### config.mk
export PLATFORM = sky130hd
export DESIGN_NAME = qsad_motion
export DESIGN_NICKNAME = d
export VERILOG_FILES = /design/src/rtl/qsad_pkg.sv /design/src/rtl/qsad_front.sv /design/src/rtl/qsad_lane.sv /design/src/rtl/qsad_motion.sv
export SDC_FILE = /design/constraint.sdc
export NUM_CORES = 1
export LEC_CHECK = 0
export BUFFER_PORTS_ARGS = -buffer_cell sky130_fd_sc_hd__buf_2
export CORE_AREA = 2 2 153 155
export CTS_CLUSTER_DIAMETER = 120
export DETAILED_ROUTE_END_ITERATION = 8
export DIE_AREA = 0 0 155 157
export GPL_TIMING_DRIVEN = 0
export PLACE_DENSITY = 0.94
export RECOVER_POWER = 50
export SYNTH_ARGS = -nofsm -noshare
export SYNTH_HDL_FRONTEND = slang
export SYNTH_SLANG_ARGS = --single-unit
### constraint.sdc
create_clock -name clk -period 8.2 [get_ports clk]
set_input_delay 1.23 -clock clk [delete_from_list [all_inputs] [get_ports clk]]
set_output_delay 1.23 -clock clk [all_outputs]
set_load 0.05 [all_outputs]
### src/rtl/qsad_pkg.sv
`timescale 1ns/1ps
package qsad_pkg;
    localparam int PIX_W   = 8;
    localparam int DIFF_W  = PIX_W + 1;
    localparam int ACC_W   = 27;
    localparam int COORD_W = 10;
    localparam int NQ      = 4;
    localparam int QSEL_W  = $clog2(NQ);

    typedef struct packed {
        logic              valid;
        logic              eof;
        logic [QSEL_W-1:0] quad;
        logic [DIFF_W-1:0] diff;
    } beat_t;

    function automatic logic [DIFF_W-1:0] abs_diff(input logic [PIX_W-1:0] a,
                                                   input logic [PIX_W-1:0] b);
        logic [PIX_W-1:0] m;
        m = (a >= b) ? (a - b) : (b - a);
        return {1'b0, m};
    endfunction

    function automatic logic [QSEL_W-1:0] quad_of(input logic [COORD_W-1:0] x,
                                                  input logic [COORD_W-1:0] y,
                                                  input logic [COORD_W-1:0] w,
                                                  input logic [COORD_W-1:0] h);
        logic right, lower;
        right = (x >= (w >> 1));
        lower = (y >= (h >> 1));
        return {lower, right};
    endfunction
endpackage

### src/rtl/qsad_front.sv
`timescale 1ns/1ps
module qsad_front
    import qsad_pkg::*;
(
    input  logic               clk,
    input  logic               rst,
    input  logic               in_valid,
    input  logic               in_eof,
    input  logic [COORD_W-1:0] in_x,
    input  logic [COORD_W-1:0] in_y,
    input  logic [PIX_W-1:0]   cur_pix,
    input  logic [PIX_W-1:0]   ref_pix,
    input  logic [COORD_W-1:0] cfg_width,
    input  logic [COORD_W-1:0] cfg_height,
    output beat_t              beat
);
    // Registered stage: difference magnitude and quadrant index per beat.
    always_ff @(posedge clk) begin
        if (rst) begin
            beat <= '0;
        end else begin
            beat.valid <= in_valid;
            beat.eof   <= in_valid & in_eof;
            beat.quad  <= quad_of(in_x, in_y, cfg_width, cfg_height);
            beat.diff  <= in_valid ? abs_diff(cur_pix, ref_pix) : '0;
        end
    end
endmodule

### src/rtl/qsad_lane.sv
`timescale 1ns/1ps
module qsad_lane #(
    parameter int DW = 9,
    parameter int AW = 27
) (
    input  logic          clk,
    input  logic          rst,
    input  logic          add_en,
    input  logic          close,
    input  logic [DW-1:0] diff,
    input  logic [AW-1:0] thresh,
    output logic          active,
    output logic [AW-1:0] total
);
    localparam int PAD = AW - DW;

    logic [AW-1:0] acc;
    logic [AW-1:0] sum_now;

    always_comb begin
        sum_now = acc + (add_en ? {{PAD{1'b0}}, diff} : '0);
    end

    // On a close the final sum (closing pixel included) is latched and compared,
    // and the running total restarts from zero for the next field.
    always_ff @(posedge clk) begin
        if (rst) begin
            acc    <= '0;
            total  <= '0;
            active <= 1'b0;
        end else if (close) begin
            acc    <= '0;
            total  <= sum_now;
            active <= (sum_now > thresh);
        end else begin
            acc    <= sum_now;
        end
    end
endmodule

### src/rtl/qsad_motion.sv
`timescale 1ns/1ps
module qsad_motion
    import qsad_pkg::*;
(
    input  logic                clk,
    input  logic                rst,
    input  logic                in_valid,
    input  logic                in_eof,
    input  logic [COORD_W-1:0]  in_x,
    input  logic [COORD_W-1:0]  in_y,
    input  logic [PIX_W-1:0]    cur_pix,
    input  logic [PIX_W-1:0]    ref_pix,
    input  logic [COORD_W-1:0]  cfg_width,
    input  logic [COORD_W-1:0]  cfg_height,
    input  logic [ACC_W-1:0]    cfg_thresh,
    output logic                diff_valid,
    output logic [DIFF_W-1:0]   diff_pix,
    output logic                field_done,
    output logic [NQ-1:0]       motion,
    output logic [NQ*ACC_W-1:0] sad_totals
);
    beat_t beat;
    logic  close;

    qsad_front u_front (
        .clk        (clk),
        .rst        (rst),
        .in_valid   (in_valid),
        .in_eof     (in_eof),
        .in_x       (in_x),
        .in_y       (in_y),
        .cur_pix    (cur_pix),
        .ref_pix    (ref_pix),
        .cfg_width  (cfg_width),
        .cfg_height (cfg_height),
        .beat       (beat)
    );

    assign close      = beat.valid & beat.eof;
    assign diff_valid = beat.valid;
    assign diff_pix   = beat.diff;

    for (genvar g = 0; g < NQ; g++) begin : g_lane
        logic hit;
        assign hit = beat.valid && (beat.quad == QSEL_W'(g));
        qsad_lane #(.DW(DIFF_W), .AW(ACC_W)) u_lane (
            .clk    (clk),
            .rst    (rst),
            .add_en (hit),
            .close  (close),
            .diff   (beat.diff),
            .thresh (cfg_thresh),
            .active (motion[g]),
            .total  (sad_totals[g*ACC_W +: ACC_W])
        );
    end

    always_ff @(posedge clk) begin
        if (rst) field_done <= 1'b0;
        else     field_done <= close;
    end
endmodule

==> out/metrics.csv <==
metric,value,unit
status,finished clean,
Netlist cell types,67,
"Hold Violations, Final",0,
Power Dens Cells,165,nW/um^2
Slew HR,0.360,
total core area,22500,um^2
worst-margin pin slew,0.959,ns
maximum clock rate,202,MHz
leak pwr,7.61,nW
Die X,155,um
final WL,40.0,mm
fill count,1738,
CTS Buffer Depth,3,
Final TNS setup,0,ns
All-Layer GR Usage,0.320,
number of H-tree levels,1,
mean number of vias per cell,6.05,
post_cts resized,0,
drt pass-1 iters,5,
Synth Cell Area,13300,um^2
final worst path period share,0.603,
Port Buffers,206,
wire per inst,19.1,um
Peak VDD IR,0.0933,mV
Hold Crit Class,reg2reg,
Worst Path Max Fanout,9,
largest net degree at the start of global routing,15,
die area,24300,um^2
Reg2Reg Depth,18,
FF+latch area,4660,um^2
Mean Syn Cell Area,8.54,um^2
Final Setup Violations,0,
hold buffer count at cts,0,
Detail Placement HPWL,30.2,mm
Worst Hold Path Cells,2,
post-CTS setup buffers,0,
max-slew violations,0,
Clock Pin Slew Worst Setup and Hold Paths,0.06,ns
Root Buffer,clkbuf_16,
proportion of layout cells with a drive suffix above 1,0.0873,
worst skew pair latency,0.53,ns
Area after DPL,14700,um^2
Num CTS Buffers,24,
critical path class,reg2reg,
Initial Util,0.592,
Critical R2R Launch,u_front.beat[12],
Hold Crit Start,g_lane[2].u_lane.total[15],
Critical Path Source Type,flip-flop,
Yosys top cell by area,dfxtp_1,
Routed Antenna Nets,0,
# rows,55,
Critical Path End Type,flip-flop,
clock skew,0.0224,ns
drt first-iter violations,1102,
ant diodes,0,
PnR Total Power,2.54,mW
first-pass GRT wire length,62.2,mm
"top cells by area, synth","dfxtp_1, ha_1, inv_1",
# nets final,2059,
vias in the first global route,12600,
antenna violations before repair,0,
Worst R2R Setup Slack,3.26,ns
Multi-input gate area,7770,um^2
gpl congestion,0.954,
"FF+latch count, synth",233,
r2r endpoint,g_lane[2].u_lane.active,
Syn Nets,1827,
drt drc,0,
"Area growth, synth to finish",15.5,%
Yosys top cell area share,0.350,
"Design Area, Final",15400,um^2
routed vias,12700,
Post-synth EDFFs,0,
RSZ-0062 raised after global routing,false,
Die Y-Extent,157,um
sequential share of the synthesized area,0.350,
Post-synth top flop,dfxtp_1,
CTS sink cnt,233,
Syn Inst Count,1561,
Ports,210,
total gr overflow,0,
Post-synth ARST share,0,
worst path arrival time,5.34,ns
Max-Cap Viols,0,
Worst Hold Path EP,g_lane[2].u_lane.total[15],
WP data required,8.60,ns
"Min Clock Period, post-route",4.94,ns
CTS tree,yes,
Syn. warnings,0,
[cells by family (layout without fill, tap and decap cells)]
group,after synthesis,in the layout,synth area share
adders and majority gates,179,179,0.171
other,1,1,0.000281
buffers and inverters,222,470,0.0672
AOI/OAI and AO/OA,333,333,0.162
and+or+nand+nor,490,490,0.182
muxes,3,3,0.00225
xor gates and xnor gates,100,100,0.0657
DFF,233,233,0.350
[cell type report]
type | instances | area share
inverters | 161 | 0.0392
clock buffers | 31 | 0.0433
multi-input cells | 1106 | 0.505
clock inverters | 11 | 0.0113
well taps | 285 | 0.0232
plain buffers | 61 | 0.0188
repair buffers | 206 | 0.0568
flip-flops and latches | 233 | 0.303
[cells in the mapped netlist (4+ instances only)]
cell type	n
dfxtp_1	233
ha_1	173
inv_1	160
nand2_1	127
nor2_1	114
o21ai_0	107
a21oi_1	79
and2_1	63
xor2_1	54
nand4_1	47
xnor2_1	46
nand3_1	44
clkbuf_1	40
a21o_1	33
a22o_1	26
and3_1	24
nor3_1	17
a211oi_1	14
buf_4	13
nor2b_1	12
nand2b_1	10
a31oi_1	9
and4_1	9
nor4_1	8
o21ai_1	8
fa_1	6
o211ai_2	6
o21bai_1	6
or3_1	6
buf_2	5
o21a_1	4
o31ai_1	4
[report_power, final]
part	internal, mW	total (mW)	leakage, nW	switching [mW]
logic	0.0773	0.220	5.32	0.143
clock network	0.701	1.17	0.416	0.470
registers	1.14	1.15	1.88	0.0100
total	1.92	2.54	7.61	0.623
[metal layers]
| metal | global-route usage | routed length [um] | vias to the layer above |
|---|---|---|---|
| met1 | 0.374 | 15100 | 5878 |
| met4 | 0.183 | 2440 | 0 |
| met2 | 0.555 | 18700 | 741 |
| met5 | 0 | 0 | - |
| met3 | 0.0548 | 3730 | 195 |
| li1 | - | - | 5856 |
[stage by stage]
stage          hold slack, ns  utilization  worst slack (ns)  instances
2_1_floorplan           0.417            -              4.07       1561
3_3_place_gp            0.430        0.654              3.63       2052
3_5_place_dp            0.436        0.654              3.47       2052
4_1_cts                 0.446        0.692              3.44       2094
5_1_grt                 0.461        0.685              2.95       2094
6_report                0.445        0.685              3.26       2094
[critical path, stage by stage, from the launching register on]
cell and delay, ns:
dfxtp_1 0.41, nand2_1 0.07, nor2_1 0.36, and2_0 0.21, ha_1 0.30, a21o_1 0.23, a2111o_1 0.43, o211a_1 0.24
buf_6 0.16, o2111ai_2 0.20, xor2_1 0.31, inv_1 0.11, ha_1 0.31, nand2_1 0.06, o21ai_0 0.14, a2111oi_0 0.48
a211oi_1 0.16, o41ai_1 0.53, nand2_1 0.11
[worst max-delay path by stage]
stage / end / slack [ns] / start / depth (start not counted)
finish: g_lane[2].u_lane.active / 3.26 / u_front.beat[12] / 18
global placement: g_lane[2].u_lane.active / 3.63 / u_front.beat[12] / 19
floorplan: g_lane[2].u_lane.active / 4.07 / u_front.beat[12] / 18
detailed placement: g_lane[2].u_lane.active / 3.47 / u_front.beat[12] / 19
global route: g_lane[2].u_lane.active / 2.95 / u_front.beat[12] / 18
CTS: g_lane[2].u_lane.active / 3.44 / u_front.beat[12] / 19
[layout by cell type, fill, tap and decap left out, drive strengths merged, types with 24 or more instances in the layout]
master,n
a21o,33
a21oi,79
a22o,26
and2,63
and3,24
buf,100
clkbuf,198
dfxtp,233
ha,173
inv,162
nand2,127
nand3,44
nand4,47
nor2,114
o21ai,117
xnor2,46
xor2,54
[flip-flops by register name (all words and copies together), names as in the netlist]
signal                flops
g_lane.u_lane.acc       108
g_lane.u_lane.total     108
u_front.beat             12
g_lane.u_lane.active      4
field_done                1
Note: power is estimated with default switching activity, not from simulation.
